## src/rtl/lcd_frm_pkg.sv

```systemverilog
package lcd_frm_pkg;

   typedef enum logic [1:0] {
      FM_SINGLE = 2'd0,
      FM_ADDR   = 2'd1,
      FM_BURST  = 2'd2,
      FM_RSVD   = 2'd3
   } frm_mode_e;

   typedef enum logic [1:0] {
      SQ_IDLE  = 2'd0,
      SQ_LEAD  = 2'd1,
      SQ_SHIFT = 2'd2,
      SQ_TAIL  = 2'd3
   } seq_state_e;

   localparam logic [7:0] HDR_BASE = 8'hF8;

   function automatic logic [7:0] make_hdr(input logic dir_b, input logic sel_b);
      return HDR_BASE | {5'b0, dir_b, sel_b, 1'b0};
   endfunction

endpackage

```

## src/rtl/lcd_half_tick.sv

```systemverilog
module lcd_half_tick #(
   parameter int HALF_DIV = 4
) (
   input  logic clk,
   input  logic rst_n,
   input  logic en,
   output logic tick
);
   generate
      if (HALF_DIV == 1) begin : g_direct
         assign tick = en;
      end else begin : g_count
         localparam int CW = $clog2(HALF_DIV);
         localparam logic [CW-1:0] TOP = CW'(HALF_DIV - 1);
         logic [CW-1:0] cnt;
         always_ff @(posedge clk or negedge rst_n) begin
            if (!rst_n)               cnt <= '0;
            else if (!en || tick)     cnt <= '0;
            else                      cnt <= cnt + 1'b1;
         end
         assign tick = en && (cnt == TOP);
      end
   endgenerate
endmodule

```

## src/rtl/lcd_wire_mux.sv

```systemverilog
module lcd_wire_mux #(
   parameter int BURST_BYTES = 16,
   parameter int MAXW        = 1 + 2 * BURST_BYTES,
   parameter int IDXW        = $clog2(MAXW)
) (
   input  logic [7:0]               hdr,
   input  logic [8*BURST_BYTES-1:0] pay,
   input  logic [IDXW-1:0]          idx,
   output logic [7:0]               wbyte
);
   logic [7:0] wires [MAXW];

   assign wires[0] = hdr;

   generate
      for (genvar j = 0; j < BURST_BYTES; j++) begin : g_split
         assign wires[1 + 2*j] = {pay[8*j+7 -: 4], 4'b0000};
         assign wires[2 + 2*j] = {pay[8*j+3 -: 4], 4'b0000};
      end
   endgenerate

   always_comb begin
      wbyte = 8'h00;
      for (int k = 0; k < MAXW; k++)
         if (idx == IDXW'(k)) wbyte = wires[k];
   end
endmodule

```

## src/rtl/lcd_frame_seq.sv

```systemverilog
module lcd_frame_seq
   import lcd_frm_pkg::*;
#(
   parameter int IDXW = 6
) (
   input  logic            clk,
   input  logic            rst_n,
   input  logic            launch,
   input  logic            tick,
   input  logic [IDXW-1:0] last_idx,
   input  logic [7:0]      cur_byte,
   output logic [IDXW-1:0] idx,
   output logic            active,
   output logic            sclk,
   output logic            sdo,
   output logic            done
);
   seq_state_e st;
   logic [2:0] bitn;
   logic       ph;

   always_ff @(posedge clk or negedge rst_n) begin
      if (!rst_n) begin
         st   <= SQ_IDLE;
         idx  <= '0;
         bitn <= '0;
         ph   <= 1'b0;
         done <= 1'b0;
      end else begin
         done <= 1'b0;
         unique case (st)
            SQ_IDLE: if (launch) begin
               st   <= SQ_LEAD;
               idx  <= '0;
               bitn <= '0;
               ph   <= 1'b0;
            end
            SQ_LEAD: if (tick) begin
               st <= SQ_SHIFT;
               ph <= 1'b1;
            end
            SQ_SHIFT: if (tick) begin
               if (!ph) begin
                  ph <= 1'b1;
               end else if (bitn == 3'd7 && idx == last_idx) begin
                  st <= SQ_TAIL;
                  ph <= 1'b0;
               end else begin
                  ph <= 1'b0;
                  if (bitn == 3'd7) begin
                     bitn <= '0;
                     idx  <= idx + 1'b1;
                  end else begin
                     bitn <= bitn + 1'b1;
                  end
               end
            end
            SQ_TAIL: if (tick) begin
               st   <= SQ_IDLE;
               done <= 1'b1;
            end
            default: st <= SQ_IDLE;
         endcase
      end
   end

   assign active = (st != SQ_IDLE);
   assign sclk   = (st == SQ_SHIFT) && ph;
   assign sdo    = (st == SQ_LEAD || st == SQ_SHIFT) ? cur_byte[3'd7 - bitn] : 1'b0;
endmodule

```

## src/rtl/lcd_serial_framer.sv

```systemverilog
module lcd_serial_framer
   import lcd_frm_pkg::*;
#(
   parameter int HALF_DIV    = 4,
   parameter int BURST_BYTES = 16
) (
   input  logic                     clk,
   input  logic                     rst_n,
   input  logic                     start,
   input  logic [1:0]               mode,
   input  logic                     rw,
   input  logic                     rs,
   input  logic [8*BURST_BYTES-1:0] payload,
   output logic                     busy,
   output logic                     done,
   output logic                     cs,
   output logic                     sclk,
   output logic                     sdo
);
   localparam int MAXW = 1 + 2 * BURST_BYTES;
   localparam int IDXW = $clog2(MAXW);
   localparam int PW   = 8 * BURST_BYTES;

   generate
      if (HALF_DIV < 1) begin : g_bad_div
         $error("HALF_DIV must be at least 1");
      end
      if (BURST_BYTES < 2) begin : g_bad_burst
         $error("BURST_BYTES must be at least 2");
      end
   endgenerate

   logic            active, tick, launch;
   logic [IDXW-1:0] idx, last_q;
   logic [7:0]      hdr_q, cur_byte;
   logic [PW-1:0]   pay_q;

   assign launch = start && !active && (frm_mode_e'(mode) != FM_RSVD);

   always_ff @(posedge clk or negedge rst_n) begin
      if (!rst_n) begin
         hdr_q  <= '0;
         pay_q  <= '0;
         last_q <= '0;
      end else if (launch) begin
         pay_q <= payload;
         unique case (frm_mode_e'(mode))
            FM_SINGLE: begin
               hdr_q  <= make_hdr(rw, rs);
               last_q <= IDXW'(2);
            end
            FM_ADDR: begin
               hdr_q  <= make_hdr(1'b0, 1'b0);
               last_q <= IDXW'(4);
            end
            default: begin
               hdr_q  <= make_hdr(1'b0, 1'b1);
               last_q <= IDXW'(MAXW - 1);
            end
         endcase
      end
   end

   lcd_half_tick #(.HALF_DIV(HALF_DIV)) u_tick (
      .clk(clk), .rst_n(rst_n), .en(active), .tick(tick)
   );

   lcd_wire_mux #(.BURST_BYTES(BURST_BYTES), .MAXW(MAXW), .IDXW(IDXW)) u_mux (
      .hdr(hdr_q), .pay(pay_q), .idx(idx), .wbyte(cur_byte)
   );

   lcd_frame_seq #(.IDXW(IDXW)) u_seq (
      .clk(clk), .rst_n(rst_n), .launch(launch), .tick(tick),
      .last_idx(last_q), .cur_byte(cur_byte), .idx(idx),
      .active(active), .sclk(sclk), .sdo(sdo), .done(done)
   );

   assign busy = active;
   assign cs   = active;
endmodule

```

## config.mk

```make
export PLATFORM = sky130hd
export DESIGN_NAME = lcd_serial_framer
export DESIGN_NICKNAME = d
export VERILOG_FILES = /design/src/rtl/lcd_frm_pkg.sv /design/src/rtl/lcd_half_tick.sv /design/src/rtl/lcd_wire_mux.sv /design/src/rtl/lcd_frame_seq.sv /design/src/rtl/lcd_serial_framer.sv
export SDC_FILE = /design/constraint.sdc
export NUM_CORES = 1
export LEC_CHECK = 0
export BUFFER_PORTS_ARGS = -buffer_cell sky130_fd_sc_hd__buf_4
export CORE_UTILIZATION = 50
export DETAILED_ROUTE_END_ITERATION = 8
export HOLD_SLACK_MARGIN = 0.03
export PLACE_DENSITY = 0.72
export SLEW_MARGIN = 40
export SYNTH_ARGS = -nofsm -noshare
export SYNTH_HDL_FRONTEND = slang
export SYNTH_HIERARCHICAL = 1
export SYNTH_SLANG_ARGS = --single-unit
```

## constraint.sdc

```tcl
create_clock -name clk -period 3.8 [get_ports clk]
set_input_delay 0.76 -clock clk [delete_from_list [all_inputs] [get_ports clk]]
set_output_delay 0.76 -clock clk [all_outputs]
set_load 0.01 [all_outputs]
```

After elaboration in Yosys (flattened, before gate mapping). Index checks and enable logic that the tools add are counted.

Bits in registers: 157. Input bits: 135. Output and inout bits: 5. Logic and storage cells: 145.

Add/subtract/negate cells: 4. Order comparisons: 1. Eq/ne operators: 48. Mux-type cells: 65. Reduce and logical (&&, ||, !) cells: 18.

Operators by type and width (count): $mux 8 (33); $eq 6x5->1 const B (16); $eq 6x4->1 const B (8); $mux 6 (5); $eq 6x3->1 const B (4); $pmux 6 s2 (2); $mux 3 (5); $mux 2 (7); $eq 6x2->1 const B (2); $ne 2x2->1 const B (6); $pmux 3 s2 (2); $reduce_and 6->1 (2); $mux 1 (8); $pmux 2 s4 (1); $add 6x1->6 const B (1); $eq 2x2->1 const B (3); $eq 6x1->1 const B (1); $eq 6x6->1 (1); $eq 6x6->1 const B (1); $logic_not 6->1 (1); $ne 2x1->1 const B (3); $logic_and 1x1->1 (5); $reduce_and 5->1 (1); $eq 2x1->1 const B (2); other kinds (13) (16).

Logic depth before layout (Yosys ltp).
Word-level depth: 37. Gate-level depth with buffers: 13. Mapped depth without buffers: 10.

By module. Netlist, hierarchy kept.

By module, submodules not included: lcd_serial_framer (times used 1, cells an instance 294, area each 5318.9 µm², seq. area each 3353.2 µm²); lcd_wire_mux (times used 1, cells an instance 245, area each 1810.5 µm², seq. area each 0.0 µm²); lcd_frame_seq (times used 1, cells an instance 101, area each 960.9 µm², seq. area each 325.3 µm²); lcd_half_tick (times used 1, cells an instance 6, area each 91.3 µm², seq. area each 50.0 µm²).

Worst setup path before layout. Ideal clock, no wire load.

Path type: register -> output. From: register u_seq.idx[2]. To: output port sdo. Arrival time: 2388 ps. Data required time: 3040 ps. Path slack: 652 ps. Cell stages (with the launch flop): 11. Path buffers: 1. Cell sequence: dfrtp_1 -> buf_6 -> or4b_4 -> or3_1 -> a21oi_1 -> a31oi_1 -> o31ai_1 -> nand3_1 -> mux4_2 -> mux2i_1 -> nor2b_1.

Word-level cells in the longest chain between the ends: 37. Elaborated cells on any way between the ends: 69. Those cells by class: eq/ne (32); mux (36); reduce/logical (1).

Ends and longest elaborated chain: from (decl) (line lcd_frame_seq.sv:12) `output logic [IDXW-1:0] idx,`; from (signal assigned) (line lcd_frame_seq.sv:52) `idx <= idx + 1'b1;`; $logic_not 6->1 (line lcd_wire_mux.sv:25) `if (idx == IDXW'(k)) wbyte = wires[k];`; $mux 8 (32 in series) (line lcd_wire_mux.sv:25); $mux 8 * (line lcd_wire_mux.sv:25); named net cur_byte[6] (line lcd_serial_framer.sv:35) `logic [7:0] hdr_q, cur_byte;`; $bmux 1 s3 * (line lcd_frame_seq.sv:69) `assign sdo = (st == SQ_LEAD || st == SQ_SHIFT) ? cur_byte[3'd7 - bitn] : 1'b0;`; $mux 1 (implied by the code) * (line lcd_frame_seq.sv:69); $mux 1 * (line lcd_frame_seq.sv:69); to (decl) (line lcd_serial_framer.sv:18) `output logic sdo`.

The timed path passes the listed nets; every way through them passes the cells marked *. The select of a mux whose other input is x is not followed.

Worst setup path after layout.
From: register u_seq.idx[0]. To: output port sdo.

The elaborated chain is that of the path after synthesis.

==> flow_summary.yaml <==
status:
  status: "finished with violations"
  violations: "setup timing"
power:
  ir_drop_mv: 0.468
  power.density_nw_per_um2: 726
  power.leakage_uw: 0.00481
  power_uw: 7600
layout:
  layout.cells.most_common_list: "buf_4, dfrtp_1, mux2_4"
  nNetsFinal: 956
  fill_cells: 1202
  diodes: 0
  final_common_cell: "buf_4"
  syn_to_final_growth_pct: 27.9
  drive_gt1_share_pct: 49.5
clock_tree:
  htreeDepth: 4
  root_buffer: "clkbuf_16"
  clkSinkCount: 149
  cts-buffers-inserted: 17
  clkSlewWorstSetupHoldPaths_ps: 70
  clock_path_buffers: 2
  cts_tree: "yes"
  clock_latency_ps: 430
  cts_hold_buf: 0
global_routing:
  grt_pass1_vias: 6051
  grt_max_degree: 132
  antenna_found_initial: 0
  grt_usage_pct: 25.4
  overflow: 0
  grt_pass1_wl_mm: 32.2
die:
  core_area_sq_um: 15900
  fp.dieH_microns: 130
  initial_core_util_pct: 51.3
  row_count: 46
  io_pins: 140
  dieWidth_microns: 130
  die_area_sq_um: 16900
synth:
  ys_seq_area_share_pct: 45.6
  ys_ff_latch: 149
  yosys_warnings: 6
  syn-cell-area_sq_um: 8180
  syn_inst: 646
  async_reset_ff_share_pct: 100
  yosys.cell_types.count: 75
  synth_ff_type: "dfrtp_1"
  avgSynthCellArea_sq_um: 12.7
  synth-edff-count: 0
route:
  drt-initial-drc-count: 382
  wl_mm: 20.6
  via_per_inst: 5.65
  wl_per_cell_microns: 19.8
  drc: 0
  ant_nets: 0
  vias: 5878
  firstDrtPassIters: 5
worst_setup_path:
  cp.depth: 12
  crit_path_start_kind: "flop"
  rr_startpoint: "u_seq/st[0]"
  crit_family: "multiplexers"
  path_class: "flop to output pin"
  worstReg2RegEnd: "u_seq/idx[4]"
  crit_start: "u_seq/idx[0]"
  reg2reg_depth: 7
  cpPeakStageDelay_ps: 510
  worst-path-buf-inv: 4
  cp_common_cell: "buf_4"
  worstPathArrival_ps: 3190
  worst_path_max_delay_cell: "mux4_2"
  crit_required_ps: 3040
  path_cells: "buf_4 > buf_6 > buf_16 > or2_4 > o2111ai_2 > a21oi_2 > nor4_2 > o31ai_1 > mux4_2 > mux2i_2 > nor2b_1 > buf_4"
  crit_path_end: "sdo"
  crit_path_end_kind: "output pin"
  cp_max_fo: 12
  rrSetupSlack_ps: 1240
run:
  drv_cap: 0
timing:
  fin_skew_ps: 8.69
  rsz0062_at_grt: "yes"
  whs_ps: 379
  slew_violations: 0
  timing_hold_violations_final: 0
  fin_crit_ps: 3950
  period_share_pct: 104
  setup_ws_ps: -155
  fmax_mhz: 253
  relSlewSlack_pct: 50.2
  final-setup-viol-count: 1
  worst_pin_slew_ps: 748
  fin_tns_setup_ps: -155
worst_hold_path:
  hold_class: "primary input to async pin"
placement:
  dpl.hpwl_mm: 13.5
  port_buffers: 139
  gp_congestion: 0.839
what timing repair did:
action	4_1_cts	5_1_grt
hold endpoints to repair	0	0
pin swaps	13	6
resized for setup	27	9
gates cloned	2	0
endpoints found under the setup margin	1	1
setup buffers	12	6
routing by layer:
metal | vias to the layer above | wire length [microns] | global-route usage [%]
met4 | 0 | 346 | 8.69
li1 | 2712 | - | -
met3 | 23 | 912 | 5.08
met5 | - | 0 | 0
met1 | 2962 | 9230 | 33.0
met2 | 181 | 10100 | 42.4
stage by stage:
stage | util, % | worst slack [ps] | cells | area, sq um
4_1_cts | 65.0 | -139 | 1033 | 10400
2_1_floorplan | - | 652 | 649 | 8190
5_1_grt | 65.6 | -257 | 1040 | 10500
3_3_place_gp | 59.0 | 191 | 987 | 9410
3_5_place_dp | 59.0 | 171 | 987 | 9410
6_report | 65.6 | -155 | 1040 | 10500
registers in the layout, summed over array words and instances (netlist names):
name,cells
u_seq/idx,6
hdr_q,3
pay_q,128
u_seq/bitn,3
u_tick/g_count.cnt,2
last_q,3
u_seq/st,2
u_seq/done,1
u_seq/ph,1
how the worst min path moves through the flow:
stage               cells after the start                     to                   from
finish                                  1              pay_q[90]                  rst_n
floorplan                               1  u_tick/g_count.cnt[0]  u_tick/g_count.cnt[0]
global placement                        1  u_tick/g_count.cnt[0]  u_tick/g_count.cnt[0]
CTS                                     1             pay_q[103]                  rst_n
detailed placement                      1  u_tick/g_count.cnt[0]  u_tick/g_count.cnt[0]
global route                            1              pay_q[83]                  rst_n
synthesized netlist by cell type (all sizes together), types with 5 or more instances:
library cell,n,area share [%]
clkbuf,7,0.93
nand3,19,1.2
a22oi,5,0.46
mux4,8,2.2
and3,6,0.46
nor2,27,1.2
buf,35,3.4
nand2,39,1.8
o21ai,36,2.3
a221oi,5,0.54
o221ai,5,0.54
dfrtp,149,46
a21oi,25,1.6
mux2,143,23
or4b,6,0.83
inv,13,0.60
mux2i,15,1.8
ha,10,1.5
a31oi,7,0.54
o22ai,9,0.69
where the power goes:
| part | switching (uW) | total (uW) | internal (uW) |
|---|---|---|---|
| registers | 564 | 2930 | 2360 |
| logic | 1060 | 2700 | 1640 |
| clock network | 672 | 1970 | 1300 |
kinds of logic (layout without fill, tap and decap cells):
group,after synthesis,after routing,share of synthesized area (%)
compound gates,120,120,9.68
xor+xnor,6,6,0.642
flops,149,149,45.6
fa+ha+maj,10,10,1.53
mux,166,166,27.2
simple gates,139,139,10.4
buf+inv,55,230,4.92
other cells,1,4,0.0458
final cells by class:
| cell class | instances | area [sq um] | share of cell area, % |
|---|---|---|---|
| clock buffers | 19 | 433 | 4.14 |
| clock inverters | 13 | 254 | 2.43 |
| repair buffers | 185 | 1560 | 14.9 |
| flip-flops and latches | 149 | 3740 | 35.7 |
| multi-input cells | 445 | 4160 | 39.8 |
| inverters | 13 | 52.6 | 0.502 |
| well taps | 216 | 270 | 2.58 |
worst register-to-register path: stages, from the launching register on:
cell and delay (ps):
dfrtp_1 430, inv_1 130, ha_1 550, nand2_1 160, or4b_4 530, o21ai_4 370
or4b_1 200, nand3_1 80
No activity file was read; power rests on OpenSTA's default activity.
